--- config.mk ---
export PLATFORM = sky130hd
export DESIGN_NAME = dual_store_xcvr
export DESIGN_NICKNAME = d
export VERILOG_FILES = /design/src/rtl/xcvr_pkg.sv /design/src/rtl/xcvr_ctl_sync.sv /design/src/rtl/xcvr_store_path.sv /design/src/rtl/dual_store_xcvr.sv
export SDC_FILE = /design/constraint.sdc
export NUM_CORES = 1
export LEC_CHECK = 0
export BUFFER_PORTS_ARGS = -buffer_cell sky130_fd_sc_hd__buf_2
export CAP_MARGIN = 20
export CORE_MARGIN = 5
export CORE_UTILIZATION = 40
export CTS_CLUSTER_DIAMETER = 30
export CTS_CLUSTER_SIZE = 20
export DETAILED_ROUTE_END_ITERATION = 10
export PLACE_DENSITY = 0.7
export SETUP_SLACK_MARGIN = 0.5
export SLEW_MARGIN = 20
export SYNTH_ARGS = -nofsm -noshare
export SYNTH_HDL_FRONTEND = slang
export SYNTH_HIERARCHICAL = 1
export SYNTH_SLANG_ARGS = --single-unit
export TNS_END_PERCENT = 20
--- constraint.sdc ---
create_clock -name clk -period 1.5 [get_ports clk]
set_input_delay 0.225 -clock clk [delete_from_list [all_inputs] [get_ports clk]]
set_output_delay 0.225 -clock clk [all_outputs]
set_load 0.05 [all_outputs]
--- src/rtl/xcvr_pkg.sv ---
`timescale 1ns/1ps
package xcvr_pkg;

    typedef enum logic [1:0] {
        ST_RESET = 2'd0,
        ST_FLOW  = 2'd1,
        ST_HOLD  = 2'd2
    } path_state_t;

    typedef struct packed {
        logic oe_n;
        logic le;
        logic ck;
        logic cken_n;
    } ctl_t;

    localparam int CTL_W = $bits(ctl_t);
    localparam ctl_t CTL_IDLE = '{oe_n: 1'b1, le: 1'b0, ck: 1'b0, cken_n: 1'b1};

endpackage

--- src/rtl/xcvr_ctl_sync.sv ---
`timescale 1ns/1ps
module xcvr_ctl_sync #(
    parameter int         W       = 4,
    parameter int         STAGES  = 2,
    parameter logic [W-1:0] RST_VAL = '0
) (
    input  logic         clk,
    input  logic         rst,
    input  logic [W-1:0] d,
    output logic [W-1:0] q
);
    logic [W-1:0] stage_q [STAGES];

    always_ff @(posedge clk) begin
        if (rst) begin
            for (int i = 0; i < STAGES; i++) stage_q[i] <= RST_VAL;
        end else begin
            stage_q[0] <= d;
            for (int i = 1; i < STAGES; i++) stage_q[i] <= stage_q[i-1];
        end
    end

    assign q = stage_q[STAGES-1];
endmodule

--- src/rtl/xcvr_store_path.sv ---
`timescale 1ns/1ps
module xcvr_store_path
    import xcvr_pkg::*;
#(
    parameter int W = 18
) (
    input  logic         clk,
    input  logic         rst,
    input  ctl_t         ctl_s,
    input  logic [W-1:0] din,
    output logic [W-1:0] dout,
    output logic         drv
);
    path_state_t  st, st_nxt;
    logic         ck_prev;
    logic         fall_seen;
    logic         capture;
    logic [W-1:0] store_q;

    always_comb fall_seen = ck_prev & ~ctl_s.ck;

    always_comb begin
        st_nxt = st;
        unique case (st)
            ST_RESET: st_nxt = ctl_s.le ? ST_FLOW : ST_HOLD;
            ST_FLOW:  if (!ctl_s.le) st_nxt = ST_HOLD;
            ST_HOLD:  if (ctl_s.le)  st_nxt = ST_FLOW;
            default:  st_nxt = ST_RESET;
        endcase
    end

    // state register
    always_ff @(posedge clk) begin
        if (rst) st <= ST_RESET;
        else     st <= st_nxt;
    end

    // storage: pass-through wins over the strobe
    always_comb capture = (st_nxt == ST_FLOW) ||
                          ((st_nxt == ST_HOLD) && fall_seen && !ctl_s.cken_n);

    always_ff @(posedge clk) begin
        if (rst) begin
            ck_prev <= 1'b0;
            store_q <= '0;
        end else begin
            ck_prev <= ctl_s.ck;
            if (capture) store_q <= din;
        end
    end

    // outputs
    always_comb begin
        dout = store_q;
        drv  = !rst && (st != ST_RESET) && !ctl_s.oe_n;
    end
endmodule

--- src/rtl/dual_store_xcvr.sv ---
`timescale 1ns/1ps
module dual_store_xcvr
    import xcvr_pkg::*;
#(
    parameter int W      = 18,
    parameter int STAGES = 2
) (
    input  logic         clk,
    input  logic         rst,
    input  logic [W-1:0] a_in,
    input  logic [W-1:0] b_in,
    input  logic         ab_oe_n,
    input  logic         ab_le,
    input  logic         ab_ck,
    input  logic         ab_cken_n,
    input  logic         ba_oe_n,
    input  logic         ba_le,
    input  logic         ba_ck,
    input  logic         ba_cken_n,
    output logic [W-1:0] b_out,
    output logic         b_drv,
    output logic [W-1:0] a_out,
    output logic         a_drv
);
    localparam int NDIR = 2;

    ctl_t         ctl_raw [NDIR];
    ctl_t         ctl_s   [NDIR];
    logic [W-1:0] din     [NDIR];
    logic [W-1:0] dout    [NDIR];
    logic         drv     [NDIR];

    always_comb begin
        ctl_raw[0] = '{oe_n: ab_oe_n, le: ab_le, ck: ab_ck, cken_n: ab_cken_n};
        ctl_raw[1] = '{oe_n: ba_oe_n, le: ba_le, ck: ba_ck, cken_n: ba_cken_n};
        din[0]     = a_in;
        din[1]     = b_in;
    end

    for (genvar g = 0; g < NDIR; g++) begin : g_dir
        logic [CTL_W-1:0] sync_q;

        xcvr_ctl_sync #(
            .W       (CTL_W),
            .STAGES  (STAGES),
            .RST_VAL (CTL_IDLE)
        ) u_sync (
            .clk (clk),
            .rst (rst),
            .d   (ctl_raw[g]),
            .q   (sync_q)
        );

        always_comb ctl_s[g] = ctl_t'(sync_q);

        xcvr_store_path #(.W(W)) u_path (
            .clk   (clk),
            .rst   (rst),
            .ctl_s (ctl_s[g]),
            .din   (din[g]),
            .dout  (dout[g]),
            .drv   (drv[g])
        );
    end

    assign b_out = dout[0];
    assign b_drv = drv[0];
    assign a_out = dout[1];
    assign a_drv = drv[1];
endmodule

======== Yosys cells after proc, flatten, opt, wreduce, memory -nomap -nowiden ========
Memories as Yosys holds them, arrays and structs flattened.
Index checks and enable logic that the tools add are counted.
Widths: inputs -> output; s select.
storage, ports and cells
  memories ................................ 2
  input bits .............................. 46
  bits in writable memories ............... 16
  register bits ........................... 42
  output and inout bits ................... 38
memories
  name                     depth  width  rd ports  clocked after Yosys merged registers in  write ports  line                 source
  g_dir[0].u_sync.stage_q  2      4      2         0                                        2            xcvr_ctl_sync.sv:12  logic [W-1:0] stage_q [STAGES];
  g_dir[1].u_sync.stage_q  2      4      2         0                                        2            xcvr_ctl_sync.sv:12
operators by class
  eq/ne operators ......................... 8
  multiplexer cells ....................... 15
  bitwise gates (word level) .............. 8
  reduce and logical (&&, ||, !) cells .... 19
operator list
  kind                number
  $mux 4              4
  $mux 2              6
  $pmux 2 s3          2
  $eq 2x1->1 const B  4
  $eq 2x2->1 const B  4
  $logic_and 1x1->1   8
  $logic_not 1->1     5
  $logic_not 2->1     2
  $or 1x1->1          4
  $reduce_bool 2->1   2
  $mux 1              3
  $and 1x1->1         2
  $logic_or 1x1->1    2
  $not 1->1           2

======== Depth between registers and ports, before layout ========
  depth in word-level cells ............... 6
  depth in mapped cells ................... 6

======== Cells and area by module ========
The synthesis kept the hierarchy.
by module, submodules not included
  module           seq. area each (um2)  area an instance (um2)  cells an instance  instances
  xcvr_store_path  420.4                 934.6                   89                 2
  xcvr_ctl_sync    160.2                 240.2                   20                 2

======== Least setup slack after synthesis ========
No wires, ideal clock.
  kind .................................... in2out
  start point ............................. in rst
  end point ............................... out a_drv
  data arrival time ....................... 1490 ps
  cell stages on the path ................. 2
  slack ................................... -215 ps
  required time ........................... 1275 ps
  cells stage by stage .................... clkbuf_1 nor3_1
between the ends
  longest elaborated chain between the ends .. 3
RTL lines
  item                            line                   source
  start, declared                 dual_store_xcvr.sv:9   input logic rst,
  $logic_not 1->1                 xcvr_store_path.sv:55  drv = !rst && (st != ST_RESET) && !ctl_s.oe_n;
  $logic_and 1x1->1 (2 in a row)  xcvr_store_path.sv:55
  end, declared                   dual_store_xcvr.sv:23  output logic a_drv
Every way passes these cells.

======== Worst setup path after layout ========
  start point ............................. reg g_dir[1].u_path.st[1]
  end point ............................... out a_drv
between the ends
  longest elaborated chain between the ends .. 3
RTL lines
  item                            line                   source
  start, declared                 xcvr_store_path.sv:14  path_state_t st, st_nxt;
  start signal, assigned          xcvr_store_path.sv:35  else st <= st_nxt;
  $reduce_bool 2->1               xcvr_store_path.sv:55
  $logic_and 1x1->1 (2 in a row)  xcvr_store_path.sv:55
Every way passes these cells.

==> impl_metrics.tcl <==
set metrics [dict create \
    avgSynthCellArea_sq_um 10.78 \
    ys_seq_area_share_pct 49.41 \
    ys_seq_elements 58 \
    cts.sinks 58 \
    synthAdderAreaFrac_pct 0 \
    post_drt_wl_per_cell_microns 11.45 \
    fmax_ghz 0.8217 \
    crit_arrival_ns 0.99 \
    p_per_area_nw_per_um2 1238 \
    min_period_ns 1.217 \
    utilization_pct 53.27 \
    h-tree-depth 3 \
    clock_latency_ns 0.32 \
    die_h_microns 86.65 \
    track_usage_pct 12.57 \
    worstPathCellList "nor2_2, nor3_4, buf_6" \
    hold_buffers 0 \
    r2r-start "g_dir[1].u_sync/stage_q[0][5]" \
    r2r_slack_ns 0.30 \
    crit_path_top_delay_cell "dfxtp_2" \
    grt_pass1_wl_microns 7548 \
    num_rows 28 \
    r2r-end "g_dir[1].u_path/dout[4]" \
    hold_class "in -> reg" \
    endpoint_kind "primary output" \
    core_area_sq_um 5816 \
    layout_common_cells "buf_2, nand2b_1, dfxtp_1" \
    antenna_cells 0 \
    hpwl_microns 3039 \
    final_layout_size_suffix_gt1_share_pct 39.87 \
    leakagePower_nw 1.350 \
    io_buffers 83 \
    layout_setup_ws_ns 0.2830 \
    hp-start "ba_oe_n" \
    cp-start-kind "flop" \
    root_buffer "clkbuf_8" \
    rsz0062_at_grt "yes" \
    postRouteAntennaNets 0 \
    grt_max_degree 42 \
    tritoncts "built" \
    grt_pass1_vias 1734 \
    fin_area_sq_um 3098 \
    synth-xor-area-share_pct 0 \
    area_delta_synth_final_pct 31.84 \
    drt_first_iter_violations 36 \
    critPathMaxStageDelay_ns 0.32 \
    layout.nets 347 \
    syn-num-nets 264 \
    hold-path-cell-count 2 \
    clk_path_buf_depth 2 \
    hold_end "g_dir[1].u_sync/stage_q[0][3]" \
    synth-simple-area-share_pct 27.05 \
    critPathKind "reg -> out" \
    synthMuxAreaShare_pct 15.34 \
    place_ws_ns 0.2945 \
    setup_viol 0 \
    dieArea_sq_um 7507 \
    max-cap-violations 0 \
    drc 0 \
    ioPinCount 84 \
    start_util_pct 40.40 \
    vias 1671 \
    drv_slew 0 \
    drt_wl_total_microns 4364 \
    period_share_pct 81.13 \
    grt-ovfl-total 0 \
    ir_drop_uv 608.4 \
    r2r_cells 4 \
    finalHoldViolCount 0 \
    yosys_warnings 6 \
    finalWeightedCongestion 0.6889 \
    die_x_microns 86.65 \
    synth_top_family_by_area "simple AND/OR/NAND/NOR gates" \
    setup_tns_ns 0 \
    synth-compound-area-share_pct 1.704 \
    synthCells 218 \
    status "finished, final reports clean" \
    syn_area_sq_um 2350 \
    cp_max_fo 2 \
    drt_first_pass_iters 4 \
    numCtsBuffers 9 \
    antenna_found_initial 0 \
    routed_via_density 4.386 \
    layout_commonest_cell "buf_2" \
    synth_cell_type_count 16 \
    worstPathRequired_ns 1.27 \
    finalClockSkew_ns 0.007076 \
    slew_headroom_pct 80.93 \
    clk_pin_slew_ns 0.06 \
    dpl-instance-area_sq_um 2791 \
    worst_pin_slew_ns 0.2861 \
]
[worst max-delay path: cells and delay by family (launching register included)]
kind                   cells  cell delay, ns
DFF                        1            0.32
and+or+nand+nor            2            0.20
buffers and inverters      1            0.15
[synth_stat cells]
cell,count,area [sq um]
and2_1,2,12.51
buf_12,2,40.04
or2_1,8,50.05
mux2i_1,36,360.4
a2bb2oi_2,2,30.03
dfxtp_1,58,1161
a21oi_1,2,10.01
buf_4,8,60.06
buf_6,2,22.52
nor2_1,2,7.510
nor2b_2,2,17.52
nor2b_1,10,62.56
nor3_1,2,10.01
clkbuf_1,8,30.03
nand2b_1,72,450.4
nor3b_2,2,25.02
[sequential cells by signal, summed over array words and instances, names as in the netlist]
name and cells:
g_dir.u_path/ck_prev 2, g_dir.u_path/st 4, g_dir.u_sync/stage_q 16, g_dir.u_path/dout 36
[per-stage QoR]
| stage | total power [mW] | hold WS [ns] | cells |
|---|---|---|---|
| after floorplan | 1.973 | 0.2966 | 218 |
| after global placement | 2.081 | 0.3867 | 361 |
| after detailed placement | 2.087 | 0.3887 | 361 |
| after CTS | 3.899 | 0.06286 | 381 |
| after global routing | 4.004 | 0.06758 | 381 |
| final | 3.837 | 0.08178 | 381 |
[layout make-up]
| class | count | area [sq um] |
|---|---|---|
| fill | 543 | 2718 |
| sequential | 58 | 1167 |
| clock buffer | 12 | 155.1 |
| clock inverter | 4 | 97.59 |
| tap | 75 | 93.84 |
| multi-input combinational | 140 | 1064 |
| timing repair buffer | 92 | 520.5 |
[metal layers]
metal  routed length (microns)  vias to the layer above  GRT usage [%]  part of all wire [%]
li1                          -                      852              -                     -
met1                      2004                      750          14.96                    46
met2                      1860                       62          20.03                    43
met3                       443                        7          4.658                    10
met4                        55                        0          5.949                   1.3
met5                         0                        -              0                     0
[cell families (layout without fill, tap and decap cells)]
family,count (synthesis),in the layout
compound gates,4,4
buf+inv,20,108
flops,58,58
mux,36,36
simple gates,100,100
[worst max-delay path by stage]
stage	from	end	slack, ns	cells past startpoint
CTS	g_dir[1].u_path/st[1]	a_drv	0.26	3
finish	g_dir[1].u_path/st[1]	a_drv	0.28	3
global placement	g_dir[1].u_sync/stage_q[0][5]	g_dir[1].u_path/dout[15]	0.35	4
global route	g_dir[1].u_sync/stage_q[0][5]	g_dir[1].u_path/dout[15]	0.19	4
floorplan	g_dir[0].u_sync/stage_q[0][5]	g_dir[0].u_path/dout[10]	0.25	6
detailed placement	g_dir[1].u_sync/stage_q[0][5]	g_dir[1].u_path/dout[12]	0.29	4
[report_power, final]
part	switching (mW)	leakage, nW	internal (mW)
logic	0.250	0.752	0.176
clock network	0.581	0.123	1.20
registers	0.0293	0.475	1.61
total	0.860	1.35	2.98
[repair_timing]
| item | CTS | global route |
|---|---|---|
| setup endpoints to repair | 74 | 74 |
| resized for setup | 11 | 0 |
| buffers inserted | 4 | 0 |
(Power assumes the default switching activity.)
